[config.mk]
export PLATFORM = sky130hd
export DESIGN_NAME = sb_issue_ctrl
export DESIGN_NICKNAME = d
export VERILOG_FILES = /design/src/rtl/sb_issue_pkg.sv /design/src/rtl/sb_pend_array.sv /design/src/rtl/sb_slot_track.sv /design/src/rtl/sb_regfile.sv /design/src/rtl/sb_hazard_chk.sv /design/src/rtl/sb_issue_ctrl.sv
export SDC_FILE = /design/constraint.sdc
export NUM_CORES = 1
export LEC_CHECK = 0
export ABC_AREA = 1
export BUFFER_PORTS_ARGS = -buffer_cell sky130_fd_sc_hd__buf_2
export CORE_MARGIN = 4
export CORE_UTILIZATION = 37
export DETAILED_ROUTE_END_ITERATION = 16
export GPL_TIMING_DRIVEN = 0
export MAX_ROUTING_LAYER = met4
export PLACE_DENSITY = 0.67
export RECOVER_POWER = 50
export SYNTH_ARGS = -nofsm -noshare
export SYNTH_HDL_FRONTEND = slang
export SYNTH_SLANG_ARGS = --single-unit
[constraint.sdc]
create_clock -name clk -period 9.4 [get_ports clk]
set_input_delay 1.88 -clock clk [delete_from_list [all_inputs] [get_ports clk]]
set_output_delay 1.88 -clock clk [all_outputs]
set_load 0.02 [all_outputs]
[src/rtl/sb_issue_pkg.sv]
package sb_issue_pkg;

   // Reasons a candidate is held at issue.
   typedef struct packed {
      logic raw;
      logic waw;
      logic full;
   } sb_hold_t;

   // Bits needed to hold values 0..max_val.
   function automatic int unsigned sb_cnt_w(input int unsigned max_val);
      return (max_val < 2) ? 1 : $clog2(max_val + 1);
   endfunction

   // Bits needed to index n items (at least one).
   function automatic int unsigned sb_idx_w(input int unsigned n);
      return (n < 2) ? 1 : $clog2(n);
   endfunction

endpackage

[src/rtl/sb_pend_array.sv]
module sb_pend_array #(
   parameter int NREG = 8,
   parameter int AW   = 3
) (
   input  logic            clk,
   input  logic            rst_n,
   input  logic            set_en,
   input  logic [AW-1:0]   set_idx,
   input  logic [NREG-1:0] clr_vec,
   output logic [NREG-1:0] pend_q,
   output logic [NREG-1:0] pend_view
);

   logic [NREG-1:0] set_vec;

   // Register 0 never receives a set.
   always_comb begin
      set_vec = '0;
      for (int i = 1; i < NREG; i++) begin
         if (set_en && (set_idx == AW'(i))) set_vec[i] = 1'b1;
      end
   end

   // What the issue check sees: clears of this cycle already applied.
   assign pend_view = pend_q & ~clr_vec;

   // A set in the same cycle overrides a clear.
   always_ff @(posedge clk) begin
      if (!rst_n) pend_q <= '0;
      else        pend_q <= (pend_q & ~clr_vec) | set_vec;
   end

endmodule

[src/rtl/sb_slot_track.sv]
module sb_slot_track #(
   parameter int NCLS  = 3,
   parameter int SLOTS = 2,
   parameter int NCMP  = 2,
   parameter int CLS_W = 2,
   parameter int CNT_W = 2
) (
   input  logic              clk,
   input  logic              rst_n,
   input  logic              issue_en,
   input  logic [CLS_W-1:0]  issue_cls,
   input  logic [NCMP-1:0]   cmp_valid,
   input  logic [NCMP*CLS_W-1:0] cmp_cls,
   output logic [NCLS-1:0]   cls_full
);

   for (genvar c = 0; c < NCLS; c++) begin : g_cls
      logic [CNT_W-1:0] busy_q;
      logic [CNT_W-1:0] frees;
      logic [CNT_W-1:0] left;
      logic             take;

      always_comb begin
         frees = '0;
         for (int p = 0; p < NCMP; p++) begin
            if (cmp_valid[p] && (cmp_cls[p*CLS_W +: CLS_W] == CLS_W'(c)))
               frees = frees + CNT_W'(1);
         end
      end

      // Slots released this cycle are usable this cycle.
      assign left        = (frees > busy_q) ? '0 : (busy_q - frees);
      assign cls_full[c] = (left >= CNT_W'(SLOTS));
      assign take        = issue_en && (issue_cls == CLS_W'(c));

      always_ff @(posedge clk) begin
         if (!rst_n) busy_q <= '0;
         else        busy_q <= left + CNT_W'(take);
      end
   end

endmodule

[src/rtl/sb_regfile.sv]
module sb_regfile #(
   parameter int NREG = 8,
   parameter int DW   = 16,
   parameter int AW   = 3,
   parameter int NCMP = 2
) (
   input  logic               clk,
   input  logic               rst_n,
   input  logic [NCMP-1:0]    wr_en,
   input  logic [NCMP*AW-1:0] wr_idx,
   input  logic [NCMP*DW-1:0] wr_data,
   input  logic [AW-1:0]      ra_idx,
   input  logic [AW-1:0]      rb_idx,
   input  logic [AW-1:0]      rc_idx,
   output logic [DW-1:0]      ra_data,
   output logic [DW-1:0]      rb_data,
   output logic [DW-1:0]      rc_data
);

   logic [NREG*DW-1:0] flat;

   for (genvar r = 0; r < NREG; r++) begin : g_reg
      if (r == 0) begin : g_zero
         assign flat[DW-1:0] = '0;
      end else begin : g_store
         logic [DW-1:0] q;
         always_ff @(posedge clk) begin
            if (!rst_n) begin
               q <= '0;
            end else begin
               // Higher port takes precedence on a collision.
               for (int p = 0; p < NCMP; p++) begin
                  if (wr_en[p] && (wr_idx[p*AW +: AW] == AW'(r)))
                     q <= wr_data[p*DW +: DW];
               end
            end
         end
         assign flat[r*DW +: DW] = q;
      end
   end

   function automatic logic [DW-1:0] pick(input logic [AW-1:0] idx);
      logic [DW-1:0] v;
      v = '0;
      for (int i = 0; i < NREG; i++) begin
         if (idx == AW'(i)) v = flat[i*DW +: DW];
      end
      return v;
   endfunction

   assign ra_data = pick(ra_idx);
   assign rb_data = pick(rb_idx);
   assign rc_data = pick(rc_idx);

endmodule

[src/rtl/sb_hazard_chk.sv]
module sb_hazard_chk
   import sb_issue_pkg::*;
#(
   parameter int NREG = 8,
   parameter int AW   = 3
) (
   input  logic            in_valid,
   input  logic            in_has_dst,
   input  logic [AW-1:0]   in_dst,
   input  logic [AW-1:0]   in_src_a,
   input  logic [AW-1:0]   in_src_b,
   input  logic            cls_full,
   input  logic [NREG-1:0] pend_view,
   output sb_hold_t        hold,
   output logic            ready,
   output logic            fire
);

   function automatic logic busy(input logic [AW-1:0] idx);
      logic b;
      b = 1'b0;
      for (int i = 0; i < NREG; i++) begin
         if (idx == AW'(i)) b = pend_view[i];
      end
      return b;
   endfunction

   always_comb begin
      hold.raw  = busy(in_src_a) | busy(in_src_b);
      hold.waw  = in_has_dst & (in_dst != '0) & busy(in_dst);
      hold.full = cls_full;
   end

   assign ready = ~(hold.raw | hold.waw | hold.full);
   assign fire  = in_valid & ready;

endmodule

[src/rtl/sb_issue_ctrl.sv]
module sb_issue_ctrl
   import sb_issue_pkg::*;
#(
   parameter int NREG  = 8,
   parameter int DW    = 16,
   parameter int NCLS  = 3,
   parameter int SLOTS = 2,
   parameter int NCMP  = 2,
   parameter int AW    = sb_idx_w(NREG),
   parameter int CLS_W = sb_idx_w(NCLS)
) (
   input  logic                  clk,
   input  logic                  rst_n,
   input  logic                  in_valid,
   input  logic [CLS_W-1:0]      in_cls,
   input  logic                  in_has_dst,
   input  logic [AW-1:0]         in_dst,
   input  logic [AW-1:0]         in_src_a,
   input  logic [AW-1:0]         in_src_b,
   output logic                  in_ready,
   output logic                  issue_fire,
   output logic                  stall_raw,
   output logic                  stall_waw,
   output logic                  stall_full,
   output logic [DW-1:0]         op_a,
   output logic [DW-1:0]         op_b,
   input  logic [NCMP-1:0]       cmp_valid,
   input  logic [NCMP*CLS_W-1:0] cmp_cls,
   input  logic [NCMP-1:0]       cmp_has_dst,
   input  logic [NCMP*AW-1:0]    cmp_dst,
   input  logic [NCMP*DW-1:0]    cmp_data,
   output logic [NREG-1:0]       pend_bits,
   input  logic [AW-1:0]         rd_addr,
   output logic [DW-1:0]         rd_data
);

   localparam int CNT_W    = sb_cnt_w(SLOTS);
   localparam int CLS_SPAN = 1 << CLS_W;

   initial begin
      assert (NREG >= 2 && (1 << AW) >= NREG) else $error("sb_issue_ctrl: bad NREG/AW");
      assert (NCLS >= 1 && CLS_SPAN >= NCLS) else $error("sb_issue_ctrl: bad NCLS/CLS_W");
      assert (SLOTS >= 1)                     else $error("sb_issue_ctrl: SLOTS must be positive");
      assert (NCMP >= 1)                      else $error("sb_issue_ctrl: NCMP must be positive");
      assert (DW >= 1)                        else $error("sb_issue_ctrl: DW must be positive");
   end

   logic [NREG-1:0]     clr_vec;
   logic [NREG-1:0]     pend_view;
   logic [NCMP-1:0]     wr_en;
   logic [NCLS-1:0]     cls_full;
   logic [CLS_SPAN-1:0] full_pad;
   logic                sel_full;
   logic                set_en;
   logic [DW-1:0]       rf_a;
   logic [DW-1:0]       rf_b;
   sb_hold_t            hold;

   // Completion decode: write enables and the clear mask.
   for (genvar p = 0; p < NCMP; p++) begin : g_cmp
      assign wr_en[p] = cmp_valid[p] & cmp_has_dst[p];
   end

   always_comb begin
      clr_vec = '0;
      for (int p = 0; p < NCMP; p++) begin
         for (int r = 1; r < NREG; r++) begin
            if (wr_en[p] && (cmp_dst[p*AW +: AW] == AW'(r))) clr_vec[r] = 1'b1;
         end
      end
   end

   // Classes beyond NCLS look permanently full.
   always_comb begin
      full_pad = '1;
      for (int c = 0; c < NCLS; c++) full_pad[c] = cls_full[c];
   end
   assign sel_full = full_pad[in_cls];

   sb_hazard_chk #(.NREG(NREG), .AW(AW)) u_hazard (
      .in_valid   (in_valid),
      .in_has_dst (in_has_dst),
      .in_dst     (in_dst),
      .in_src_a   (in_src_a),
      .in_src_b   (in_src_b),
      .cls_full   (sel_full),
      .pend_view  (pend_view),
      .hold       (hold),
      .ready      (in_ready),
      .fire       (issue_fire)
   );

   assign stall_raw  = in_valid & hold.raw;
   assign stall_waw  = in_valid & hold.waw;
   assign stall_full = in_valid & hold.full;
   assign set_en     = issue_fire & in_has_dst;

   sb_pend_array #(.NREG(NREG), .AW(AW)) u_pend (
      .clk       (clk),
      .rst_n     (rst_n),
      .set_en    (set_en),
      .set_idx   (in_dst),
      .clr_vec   (clr_vec),
      .pend_q    (pend_bits),
      .pend_view (pend_view)
   );

   sb_slot_track #(
      .NCLS(NCLS), .SLOTS(SLOTS), .NCMP(NCMP), .CLS_W(CLS_W), .CNT_W(CNT_W)
   ) u_slots (
      .clk       (clk),
      .rst_n     (rst_n),
      .issue_en  (issue_fire),
      .issue_cls (in_cls),
      .cmp_valid (cmp_valid),
      .cmp_cls   (cmp_cls),
      .cls_full  (cls_full)
   );

   sb_regfile #(.NREG(NREG), .DW(DW), .AW(AW), .NCMP(NCMP)) u_rf (
      .clk     (clk),
      .rst_n   (rst_n),
      .wr_en   (wr_en),
      .wr_idx  (cmp_dst),
      .wr_data (cmp_data),
      .ra_idx  (in_src_a),
      .rb_idx  (in_src_b),
      .rc_idx  (rd_addr),
      .ra_data (rf_a),
      .rb_data (rf_b),
      .rc_data (rd_data)
   );

   // Operand forwarding from completions arriving this cycle.
   always_comb begin
      op_a = rf_a;
      op_b = rf_b;
      for (int p = 0; p < NCMP; p++) begin
         if (wr_en[p] && (cmp_dst[p*AW +: AW] != '0)) begin
            if (cmp_dst[p*AW +: AW] == in_src_a) op_a = cmp_data[p*DW +: DW];
            if (cmp_dst[p*AW +: AW] == in_src_b) op_b = cmp_data[p*DW +: DW];
         end
      end
   end

endmodule

==> reports/qor.csv <==
metric;value;unit
status;complete, no violations;
crit path from;cmp_valid[0];
cells after synthesis;1421;
Mean Syn Cell Area;6.27;um2
Final Hold Fails;0;
Syn Nets;1497;
Synth Flop Type;dfxtp_1;
Fmax;150;MHz
Starting Density;0.378;
Top delay family on crit path;adder cells;
Seq cells post-synth;125;
Wirelength per Cell;20.4;um
Mapped Area;8910;um2
Worst EP arrival;4.79;ns
Net Switching;0.000480;W
normalized max-slew margin;0.222;
RSZ-0062 raised after global routing;no;
Reg clk slew, reported paths;0.06;ns
CTS buffer count;17;
Ant. Diodes;0;
sequential power share;0.371;
fin crit share;0.710;
Post-synth EDFFs;0;
number of max-cap violations;0;
drt pass-1 iters;6;
Synth top cells by count;292 x nand2_1, 244 x o21ai_0, 165 x inv_1;
Gate power share;0.167;
worst slew pin tran;1.16;ns
Synth-to-Final Area Change;16.8;%
CP Cell Sequence;clkbuf_1, inv_1, nor3_1, ha_1, ha_1, fa_1, nor2_1, inv_1, o311ai_0, inv_1, nand2_1, nor2_8, nand2_1, inv_1, buf_2;
Die Y;163;um
initial DRC count;1847;
post-cts repair resize count;0;
ANT nets after route;0;
critical path's most frequent cell;inv_1;
WP depth;15;
# rows;56;
CTS Sinks;125;
Design Area, Final;10400;um2
Critical Path Source Type;primary input;
Critical Path Max Stage Delay;0.62;ns
worst skew pair latency;0.44;ns
Yosys cell types;38;
via/cell ratio;5.83;
Max Buffers Root-to-Sink;2;
Overall Global Routing Usage;0.284;
PortBufs;104;
FILL cells;2536;
total length of routed wires;38.2;mm
first-pass GRT wire length;56.9;mm
hold_sp;u_rf.g_reg[1].g_store.q[4]$_SDFFE_PN0P_;
Synth top area share;0.281;
htree depth;4;
FFs w/ async S/R, synth;0;
Max FO, Critical Path;9;
Switching Share;0.315;
HPWL after detailed placement;30.9;mm
placed cell area;9830;um2
fin util;0.441;
vias in the first global route;9721;
share of layout cells above drive strength 1;0.101;
Final Non-Filler Cells;1875;
I/O Pins;125;
Post-Route Skew;0.00442;ns
largest net degree at the start of global routing;17;
die area;26600;um2
Static Leak;4.15;nW
CORE AREA;23600;um2
min Tclk post-route;6.67;ns
fin. max-slew vios;0;
Root Driver;clkbuf_16;
grt total ovfl;0;
vias;10934;
DRC viols;0;
worst r2r path cells;14;
CTS tree;built;
Crit-path slowest cell;o311ai_0;
initial antenna violation count;0;
synth warn;0;
sequential fraction of the synthesis area;0.281;
setup_tns;0;ns
worst hold path type;reg2reg;
Synth area leader;dfxtp_1;
CP endpoint kind;primary output;
clock share of power;0.462;
Setup Viol. Count Final;0;
Min-Delay Path Depth;2;
worst IR drop on VDD;0.109;mV
required time of the critical path;7.52;ns
WP buf/inv;6;
CTS hold repair buffers;0;
# Post-CTS Setup Buffers;0;
most numerous cell in the Yosys netlist;nand2_1;
internal power;0.00104;W
Crit Path Class;in2out;
Reg2Reg Launch Point;u_slots.g_cls[0].busy_q[0]$_SDFF_PN0_;
top cells by area, synth;dfxtp_1 28%, o21ai_0 14%, nand2_1 12%, a21oi_1 8.5%, inv_1 6.9%;
Post-Place Cells;1844;
Placer Congestion;1.01;
Tot Pwr;0.00153;W
die width;163;um
Final nets;1620;
Power Dens Cells;146;nW/um2
-- power by group through the flow --
stage | clock network [W] | registers, W | logic [W]
4_1_cts | 0.000696 | 0.000564 | 0.000249
6_report | 0.000705 | 0.000565 | 0.000255
5_1_grt | 0.000718 | 0.000567 | 0.000276
2_1_floorplan | 0 | 0.000572 | 0.000156
3_3_place_gp | 0 | 0.000575 | 0.000245
3_5_place_dp | 0 | 0.000576 | 0.000248
-- final timing paths --
kind              slack (ns)                                       to
hold reg to reg         0.47  u_rf.g_reg[1].g_store.q[4]$_SDFFE_PN0P_
hold / removal          0.47  u_rf.g_reg[1].g_store.q[4]$_SDFFE_PN0P_
setup reg to reg        6.36    u_slots.g_cls[2].busy_q[1]$_SDFF_PN0_
setup / recovery        2.73                               issue_fire
-- tightest hold or removal path, cell delays in order, from the launching register on --
cell     delay (ns)
dfxtp_1        0.31
nand2_1        0.06
a21oi_1        0.05
-- cells by family after synthesis --
group                      share of synthesized area
AOI/OAI and AO/OA                              0.351
and+or+nand+nor                                0.217
buffers and inverters                          0.121
DFF                                            0.281
adders and majority gates                     0.0194
xor gates and xnor gates                     0.00982
other                                       0.000421
-- per-stage QoR --
stage               worst slack (ns)  hold slack (ns)
floorplan                       3.46            0.443
global placement                2.76            0.452
detailed placement              2.72            0.459
CTS                             2.73            0.468
global route                    2.46            0.485
finish                          2.73            0.466
-- registers in the layout, summed over array words and instances, names as in the netlist --
| name | count |
|---|---|
| u_rf.g.g_store.q | 112 |
| u_pend.pend_q | 7 |
| u_slots.g_cls.busy_q | 6 |
-- layer usage --
layer / vias to the layer above / part of all wire / wire [um] / global-route usage
met5: - / 0 / 0 / -
met4: 0 / 0.025 / 941 / 0.0804
met3: 78 / 0.11 / 4120 / 0.0424
met2: 697 / 0.44 / 16700 / 0.429
met1: 4972 / 0.43 / 16400 / 0.398
li1: 5187 / - / - / -
-- cells in the final DEF, fill, tap and decap left out, types with 4 or more instances in the layout --
| cell type | Yosys | final |
|---|---|---|
| clkbuf_1 | 96 | 106 |
| nand3_1 | 34 | 34 |
| o221ai_1 | 24 | 24 |
| inv_2 | 6 | 4 |
| nor3_1 | 12 | 12 |
| nor2_1 | 36 | 40 |
| buf_2 | 12 | 106 |
| clkbuf_16 | 0 | 17 |
| nor2_2 | 9 | 6 |
| a221oi_1 | 24 | 24 |
| o211ai_1 | 46 | 46 |
| o22ai_1 | 40 | 40 |
| nor3_2 | 4 | 4 |
| o21ai_1 | 4 | 4 |
| inv_1 | 165 | 166 |
| xnor2_1 | 4 | 4 |
| o21ai_0 | 244 | 244 |
| nand4_1 | 50 | 50 |
| xor2_1 | 6 | 6 |
| a21oi_1 | 151 | 151 |
| dfxtp_1 | 125 | 125 |
| nand2_1 | 292 | 292 |
| a31oi_1 | 7 | 7 |
| ha_1 | 9 | 9 |
| o2111ai_1 | 5 | 5 |
-- layout make-up --
type | count | area [um2] | share of cell area
clock inverter | 13 | 166 | 0.0160
timing repair buffer | 104 | 509 | 0.0489
tap | 319 | 399 | 0.0383
clock buffer | 18 | 439 | 0.0422
buffer | 110 | 432 | 0.0415
multi-input combinational | 1014 | 5320 | 0.511
sequential | 125 | 2500 | 0.240
inverter | 172 | 646 | 0.0620
No activity file was read; power rests on OpenSTA's default activity.
